## src/rtl/cmpl_irq_pkg.sv

```systemverilog
package cmpl_irq_pkg;

  // Next interrupt level: a post raises it, an acknowledgement resolves it by compare.
  // The host compare is taken against the post of the same cycle if there is one.
  function automatic logic irq_next(input logic hw_we, input logic host_we,
                                    input logic host_match, input logic cur);
    logic nxt;
    nxt = cur;
    if (hw_we)   nxt = 1'b1;
    if (host_we) nxt = !host_match;
    return nxt;
  endfunction

endpackage

```

## src/rtl/cmpl_irq_chan.sv

```systemverilog
module cmpl_irq_chan #(
  parameter int unsigned ADDR_W = 32
) (
  input  logic              clk_i,
  input  logic              rst_ni,
  input  logic              hw_we_i,
  input  logic [ADDR_W-1:0] hw_addr_i,
  input  logic              host_we_i,
  input  logic [ADDR_W-1:0] host_addr_i,
  output logic [ADDR_W-1:0] hw_ptr_o,
  output logic [ADDR_W-1:0] ack_ptr_o,
  output logic              irq_o
);
  import cmpl_irq_pkg::*;

  logic [ADDR_W-1:0] hw_ptr_q, ack_ptr_q, hw_ptr_d;
  logic              irq_q, host_match;

  // post lands first, host compares against the post-updated value
  assign hw_ptr_d   = hw_we_i ? hw_addr_i : hw_ptr_q;
  assign host_match = (host_addr_i == hw_ptr_d);

  always_ff @(posedge clk_i or negedge rst_ni) begin
    if (!rst_ni) begin
      hw_ptr_q  <= '0;
      ack_ptr_q <= '0;
      irq_q     <= 1'b0;
    end else begin
      hw_ptr_q <= hw_ptr_d;
      if (host_we_i) ack_ptr_q <= host_addr_i;
      irq_q <= irq_next(hw_we_i, host_we_i, host_match, irq_q);
    end
  end

  assign hw_ptr_o  = hw_ptr_q;
  assign ack_ptr_o = ack_ptr_q;
  assign irq_o     = irq_q;

  assert_hw_raise_R3: assert property (@(posedge clk_i) disable iff (!rst_ni)
    (hw_we_i && !host_we_i) |=> irq_o);

  assert_ack_match_R5: assert property (@(posedge clk_i) disable iff (!rst_ni)
    (host_we_i && !hw_we_i && host_addr_i == hw_ptr_o) |=> !irq_o);

  assert_ack_differ_R6: assert property (@(posedge clk_i) disable iff (!rst_ni)
    (host_we_i && !hw_we_i && host_addr_i != hw_ptr_o) |=> irq_o);

  assert_same_cycle_R8: assert property (@(posedge clk_i) disable iff (!rst_ni)
    (host_we_i && hw_we_i) |=> (irq_o == (hw_ptr_o != ack_ptr_o)));

  assert_idle_hold_R11: assert property (@(posedge clk_i) disable iff (!rst_ni)
    (!hw_we_i && !host_we_i) |=> ($stable(irq_o) && $stable(hw_ptr_o) && $stable(ack_ptr_o)));

endmodule

```

## src/rtl/cmpl_irq_rd_mux.sv

```systemverilog
module cmpl_irq_rd_mux #(
  parameter int unsigned NUM_CH = 8,
  parameter int unsigned ADDR_W = 32,
  localparam int unsigned CH_W  = (NUM_CH > 1) ? $clog2(NUM_CH) : 1
) (
  input  logic [CH_W-1:0]   sel_i,
  input  logic [ADDR_W-1:0] hw_ptr_i  [NUM_CH],
  input  logic [ADDR_W-1:0] ack_ptr_i [NUM_CH],
  output logic [ADDR_W-1:0] hw_ptr_o,
  output logic [ADDR_W-1:0] ack_ptr_o
);
  always_comb begin
    hw_ptr_o  = '0;
    ack_ptr_o = '0;
    for (int i = 0; i < NUM_CH; i++) begin
      if (sel_i == CH_W'(i)) begin
        hw_ptr_o  = hw_ptr_i[i];
        ack_ptr_o = ack_ptr_i[i];
      end
    end
  end
endmodule

```

## src/rtl/cmpl_irq_ctrl.sv

```systemverilog
module cmpl_irq_ctrl #(
  parameter int unsigned NUM_CH = 8,
  parameter int unsigned ADDR_W = 32,
  localparam int unsigned CH_W  = (NUM_CH > 1) ? $clog2(NUM_CH) : 1
) (
  input  logic              clk_i,
  input  logic              rst_ni,
  input  logic              hw_we_i,
  input  logic [CH_W-1:0]   hw_ch_i,
  input  logic [ADDR_W-1:0] hw_addr_i,
  input  logic              host_we_i,
  input  logic [CH_W-1:0]   host_ch_i,
  input  logic [ADDR_W-1:0] host_addr_i,
  input  logic [CH_W-1:0]   rd_ch_i,
  output logic [ADDR_W-1:0] rd_hw_addr_o,
  output logic [ADDR_W-1:0] rd_ack_addr_o,
  output logic [NUM_CH-1:0] ch_irq_o,
  output logic              irq_o
);
  logic [ADDR_W-1:0] hw_ptr  [NUM_CH];
  logic [ADDR_W-1:0] ack_ptr [NUM_CH];
  logic [NUM_CH-1:0] hw_sel, host_sel;

  for (genvar g = 0; g < NUM_CH; g++) begin : g_ch
    assign hw_sel[g]   = hw_we_i   && (hw_ch_i   == CH_W'(g));
    assign host_sel[g] = host_we_i && (host_ch_i == CH_W'(g));

    cmpl_irq_chan #(.ADDR_W(ADDR_W)) u_chan (
      .clk_i       (clk_i),
      .rst_ni      (rst_ni),
      .hw_we_i     (hw_sel[g]),
      .hw_addr_i   (hw_addr_i),
      .host_we_i   (host_sel[g]),
      .host_addr_i (host_addr_i),
      .hw_ptr_o    (hw_ptr[g]),
      .ack_ptr_o   (ack_ptr[g]),
      .irq_o       (ch_irq_o[g])
    );
  end

  cmpl_irq_rd_mux #(.NUM_CH(NUM_CH), .ADDR_W(ADDR_W)) u_rd (
    .sel_i     (rd_ch_i),
    .hw_ptr_i  (hw_ptr),
    .ack_ptr_i (ack_ptr),
    .hw_ptr_o  (rd_hw_addr_o),
    .ack_ptr_o (rd_ack_addr_o)
  );

  assign irq_o = |ch_irq_o;

  // untouched channels keep their level
  assert_ch_isolation_R9: assert property (@(posedge clk_i) disable iff (!rst_ni)
    1'b1 |=> ((ch_irq_o ^ $past(ch_irq_o)) & ~$past(hw_sel | host_sel)) == '0);

  assert_combined_R10: assert property (@(posedge clk_i) disable iff (!rst_ni)
    (ch_irq_o == '0) |-> !irq_o);

endmodule

```

## config.mk

```make
export PLATFORM = sky130hd
export DESIGN_NAME = cmpl_irq_ctrl
export DESIGN_NICKNAME = d
export VERILOG_FILES = /design/src/rtl/cmpl_irq_pkg.sv /design/src/rtl/cmpl_irq_chan.sv /design/src/rtl/cmpl_irq_rd_mux.sv /design/src/rtl/cmpl_irq_ctrl.sv
export SDC_FILE = /design/constraint.sdc
export NUM_CORES = 1
export LEC_CHECK = 0
export BUFFER_PORTS_ARGS = -buffer_cell sky130_fd_sc_hd__buf_4
export CORE_ASPECT_RATIO = 0.9
export CORE_MARGIN = 3
export CORE_UTILIZATION = 50
export DETAILED_ROUTE_END_ITERATION = 12
export GPL_TIMING_DRIVEN = 0
export MAX_ROUTING_LAYER = met4
export PLACE_DENSITY = 0.67
export SETUP_SLACK_MARGIN = 0.1
export SYNTH_ARGS = -nofsm -noshare
export SYNTH_HDL_FRONTEND = slang
export SYNTH_SLANG_ARGS = --single-unit
```

## constraint.sdc

```tcl
create_clock -name clk_i -period 4 [get_ports clk_i]
set_input_delay 0.8 -clock clk_i [delete_from_list [all_inputs] [get_ports clk_i]]
set_output_delay 0.8 -clock clk_i [all_outputs]
set_load 0.005 [all_outputs]
```

; ---- After elaboration in Yosys (flattened, before gate mapping)
; Index checks and enable logic that the tools add are counted.
[classes]
eq_ne = 29
n_mux = 40
n_reduce_logical = 36
[op_table]
columns = operator, n
row1 = two-way mux 32 bit, 24
row2 = == test 32 bit, 8
row3 = == test 3 bit (second input constant), 12
row4 = == test 3 x 2 -> 1 bit (second input constant), 6
row5 = logical AND 1 bit, 16
row6 = two-way mux 1 bit, 16
row7 = nonzero test 2 bit, 8
row8 = == test 3 x 1 -> 1 bit (second input constant), 3
row9 = logical NOT 3 bit, 3
row10 = logical NOT 1 bit, 8
row11 = OR reduction 8 bit, 1
[totals]
regBits = 520
input_bits = 77
out_inout_bits = 73
word_cells = 129

; ---- Depth between registers and ports, before layout
[depth]
ltp_word = 9
mapped_depth = 11
mapped_depth_nobuf = 7

; ---- Cells and area by module
; A second synthesis with hierarchy kept.
[hier_totals]
hier_cells = 2252
hier_area_um2 = 28572.4
[by_module_without_submodules]
columns = module, n_inst, cells_per_inst, area_per_inst_um2, seq_area_each_um2
row1 = cmpl_irq_chan, 8, 184, 2889.0, 1626.6
row2 = cmpl_irq_rd_mux, 1, 751, 5291.3, 0.0
row3 = cmpl_irq_ctrl, 1, 29, 168.9, 0.0

; ---- Worst setup path before layout
; OpenSTA, ideal clock, no wires.
[synth_timing]
path_type = input port to output port
startpoint = in rd_ch_i[1]
endpoint = out rd_ack_addr_o[30]
t_arrival_ps = 2418
required_ps = 3200
setup_slack_ps = 782
stages = 9
n_path_buf = 3
cell_sequence = buf_2 buf_1 nand2_1 nor2_1 clkbuf_1 nand2_1 o221ai_1 nor2_1 o21ai_0
[synth_between]
elab_chain_cells = 9
word_cells_on_any_way = 16
cone_classes = eq/ne (7) / mux (8) / reduce/logical (1)
[synth_rtl]
columns = item, line_no
row1 = start: declaration, cmpl_irq_ctrl.sv:14  ; input logic [CH_W-1:0] rd_ch_i,
row2 = logical NOT 3 bit, cmpl_irq_rd_mux.sv:16  ; if (sel_i == CH_W'(i)) begin
row3 = two-way mux 32 bit (7 in series), cmpl_irq_rd_mux.sv:16
row4 = two-way mux 32 bit *, cmpl_irq_rd_mux.sv:16
row5 = end: declaration, cmpl_irq_ctrl.sv:16  ; output logic [ADDR_W-1:0] rd_ack_addr_o,
; Mark *: on every way between the ends. The rest lies on a longest branch, timed or not.

; ---- Final worst setup path
[layout_timing]
startpoint = in host_addr_i[19]
endpoint = reg g_ch[7].u_chan.irq_q
[layout_between]
elab_chain_cells = 3
[layout_rtl]
columns = item, line_no
row1 = start: declaration, cmpl_irq_ctrl.sv:13  ; input logic [ADDR_W-1:0] host_addr_i,
row2 = == test 32 bit, cmpl_irq_chan.sv:21  ; assign host_match = (host_addr_i == hw_ptr_d);
row3 = logical NOT 1 bit, cmpl_irq_pkg.sv:10  ; if (host_we) nxt = !host_match;
row4 = two-way mux 1 bit, cmpl_irq_pkg.sv:10
row5 = end signal: assignment, cmpl_irq_chan.sv:31  ; irq_q <= irq_next(hw_we_i, host_we_i, host_match, irq_q);
row6 = end: declaration, cmpl_irq_chan.sv:17  ; logic irq_q, host_match;
; No other way between the ends.
; A chain may end at the register's enable or synchronous reset.

==> flow_summary.yaml <==
critical_path:
  worst_setup_path_category: "in2reg"
  critPathMaxStageDelay_ns: 1.19
  regToRegSetupSlack_ns: 1.39
  worst-endpoint-required_ns: 4.48
  cp.buffers_inverters: 3
  cpMaxStageDelayCell: "sky130_fd_sc_hd__clkbuf_1"
  crit_fanout: 10
  worstReg2RegStart: "g_ch[3].u_chan.hw_ptr_o[2]"
  worst_r2r_endpoint: "g_ch[3].u_chan.irq_o"
  r2r_cell_count: 7
  timing.critical_path.max_delay_family: "buffers and inverters"
  worstSetupStartpointType: "primary input"
  cp.arrival_ns: 4.54
  worst_path_cell_chain: "clkbuf_1 -> inv_1 -> clkbuf_1 -> o221a_2 -> nand4_1 -> o21ai_0 -> nand4_1 -> nor4_1 -> a31oi_1"
  critical_path.endpoint_type: "flip-flop"
die:
  initial_core_util: 0.511
  die_y_um: 228
  row_count: 80
  fp.coreArea_um2: 53700
  die_x_um: 253
  fp.dieArea_um2: 57700
  ioPinCount: 150
clocking:
  cts_num_sinks: 520
  holdBufCountCts: 0
  tritoncts: "built"
  cts_made_buffers: 56
  postCtsSetupRepairBufs: 0
  path_clk_slew_ns: 0.06
  h-tree-depth: 2
  cts_root_buffer: "sky130_fd_sc_hd__clkbuf_16"
  clkLatencyLatePin_ns: 0.65
  clockBufferDepth: 3
placed_design:
  detailed_place_hpwl_um: 96500
  number_of_i_o_port_buffers: 105
  dp_worst_setup_slack_ns: -0.962
  place.gp.congestion: 1.04
logic_synthesis:
  netlist_top_cells_area: "sky130_fd_sc_hd__dfrtp_1 47%, sky130_fd_sc_hd__mux2_2 15%, sky130_fd_sc_hd__nand2_1 4.3%"
  synth.avg_cell_area_um2: 10.6
  syn-cell-area_um2: 27400
  postSynth.asyncResetShare: 1.00
  postSynth.topFlopCell: "sky130_fd_sc_hd__dfrtp_1"
  synth-edff-count: 0
  yosysTopAreaCellShare: 0.475
  yosysUniqueCellTypes: 67
  synth_seq_cells: 520
  synth_fp_nets: 2667
  synth-warning-count: 0
  seq_area_frac_synth: 0.475
  number_of_instances_in_the_synthesized_netlist: 2590
  netlist_top_cells_count: "520 x sky130_fd_sc_hd__dfrtp_1, 377 x sky130_fd_sc_hd__mux2_2, 313 x sky130_fd_sc_hd__nand2_1"
  post-synth-top-count-cell: "sky130_fd_sc_hd__dfrtp_1"
  yosys.area.top_type: "sky130_fd_sc_hd__dfrtp_1"
global_route:
  grt_max_degree: 112
  first_global_vias: 22662
  groute.usage.overall: 0.462
  initial_antenna_violation_count: 11
  grt.overflow.total: 0
  grt_pass1_wl_um: 178000
routing:
  drt_pass_1_iters: 6
  detail_route.wl_per_cell_um: 37.6
  vias: 23753
  antenna_violating_nets_post_route: 0
  wire_length_reported_by_the_detailed_router_um: 132000
  routed_via_density: 6.79
  drc: 0
  drt_iter0_markers: 3526
timing:
  fin_crit_ns: 4.06
  slew_headroom: -0.0504
  totalNegativeSetupSlack_ns: -0.0723
  worstMarginPinSlew_ns: 1.58
  min_period_over_period: 1.01
  final-setup-viol-count: 3
  timing.fmax_mhz: 247
  hold_viol_final: 0
  rsz0062_at_grt: "true"
  holdWs_ns: 0.0556
  setup_ws_ns: -0.0554
  final-max-slew-violation-count: 22
  clock-skew-final_ns: 0.0196
run_status:
  outcome: "finished with violations"
  violations: "max-capacitance violations, max-slew violations, negative setup slack"
layout:
  post_route_cells_drive_above_1_share: 0.267
  layout.nets: 2835
  area_delta_synth_final_pct: 14.5
min_path:
  worst_hold_path_type: "in2async"
power_and_ir_drop:
  power_density_nw_per_um2: 535
  switching_share: 0.337
  seqPwrFrac: 0.424
  netSwitchingPower_mw: 5.67
  pwr-share-comb: 0.263
  power.total_mw: 16.8
  leakagePower_nw: 13.4
  vdd_drop_max_uv: 406
  pwr-share-clk: 0.313
  internal_power_mw: 11.1
job:
  timing.max_cap.violations: 3
per-stage QoR:
step / instances / cell area [um2] / util
after global routing: 3496 / 31400 / 0.585
after global placement: 3392 / 29100 / 0.542
after detailed placement: 3398 / 29200 / 0.545
final: 3500 / 31400 / 0.585
after CTS: 3494 / 31200 / 0.582
after floorplan: 2590 / 27400 / -
placed cells by master (no fill, tap or decap), types with 13 or more instances in the layout:
cell and count:
sky130_fd_sc_hd__a31oi_2 15, sky130_fd_sc_hd__nand2_1 312, sky130_fd_sc_hd__clkbuf_8 13, sky130_fd_sc_hd__nor2b_1 23, sky130_fd_sc_hd__a21oi_1 27, sky130_fd_sc_hd__clkbuf_1 143
sky130_fd_sc_hd__xor2_1 57, sky130_fd_sc_hd__dfrtp_1 520, sky130_fd_sc_hd__mux4_2 24, sky130_fd_sc_hd__mux2_2 377, sky130_fd_sc_hd__clkbuf_2 36, sky130_fd_sc_hd__nor4_1 32
sky130_fd_sc_hd__o221ai_1 37, sky130_fd_sc_hd__clkbuf_16 56, sky130_fd_sc_hd__nand2b_1 17, sky130_fd_sc_hd__xnor2_1 125, sky130_fd_sc_hd__a31oi_1 34, sky130_fd_sc_hd__nor3_1 21
sky130_fd_sc_hd__buf_2 26, sky130_fd_sc_hd__nand4_1 21, sky130_fd_sc_hd__o22ai_1 19, sky130_fd_sc_hd__o21ai_0 189, sky130_fd_sc_hd__nor2_1 175, sky130_fd_sc_hd__inv_1 42
sky130_fd_sc_hd__mux2i_1 109, sky130_fd_sc_hd__buf_4 124, sky130_fd_sc_hd__buf_1 14, sky130_fd_sc_hd__nand3_1 25
timing repair:
item / 4_1_cts / 5_1_grt
pin swaps: 0 / 1
hold endpoints to repair: 0 / 0
resized for setup: 87 / 50
setup endpoints to repair: 65 / 37
power groups by stage:
| stage | registers, mW | clock network [mW] | logic, mW |
|---|---|---|---|
| after CTS | 7.07 | 5.22 | 4.22 |
| after floorplan | 6.87 | 0 | 2.55 |
| after global routing | 7.22 | 5.43 | 4.59 |
| after detailed placement | 7.14 | 0 | 4.17 |
| final | 7.13 | 5.26 | 4.42 |
| after global placement | 7.09 | 0 | 4.08 |
cell type report:
type	instances	area, um2
flip-flops and latches	520	13000
diodes	7	17.5
clock buffers	83	1630
multi-input cells	1785	13500
inverters	48	180
plain buffers	236	1110
fillers	4596	22300
clock inverters	13	154
repair buffers	111	938
well taps	697	872
worst max path at each step:
stage,from,endpoint,slack [ns],cells after the start
after global placement,rst_ni,g_ch[7].u_chan.ack_ptr_o[16],-3.54,1
after detailed placement,rd_ch_i[1],rd_hw_addr_o[0],-0.96,11
final,host_addr_i[19],g_ch[7].u_chan.irq_o,-0.06,9
after global routing,rd_ch_i[1],rd_ack_addr_o[26],0.04,11
after floorplan,rd_ch_i[1],rd_ack_addr_o[30],0.78,9
after CTS,rd_ch_i[1],rd_hw_addr_o[0],0.06,11
registers in the layout (all words and copies together) (netlist names):
name                   cells
g_ch.u_chan.irq_o          8
g_ch.u_chan.hw_ptr_o     256
g_ch.u_chan.ack_ptr_o    256
layer usage:
metal	up-vias	global-route usage	wire (um)
met3	337	0.168	19400
li1	9444	-	-
met5	-	-	0
met2	1866	0.611	53100
met4	0	0.204	6990
met1	12106	0.632	52100
logic make-up (layout without fill, tap and decap cells):
logic type | after synthesis | in the layout | synth area share
other | 0 | 7 | 0
xor gates and xnor gates | 183 | 183 | 0.0587
muxes | 514 | 514 | 0.217
buffers and inverters | 285 | 491 | 0.0433
DFF | 520 | 520 | 0.475
and+or+nand+nor | 690 | 690 | 0.115
AOI/OAI and AO/OA | 398 | 398 | 0.0913
(Power assumes the default switching activity.)
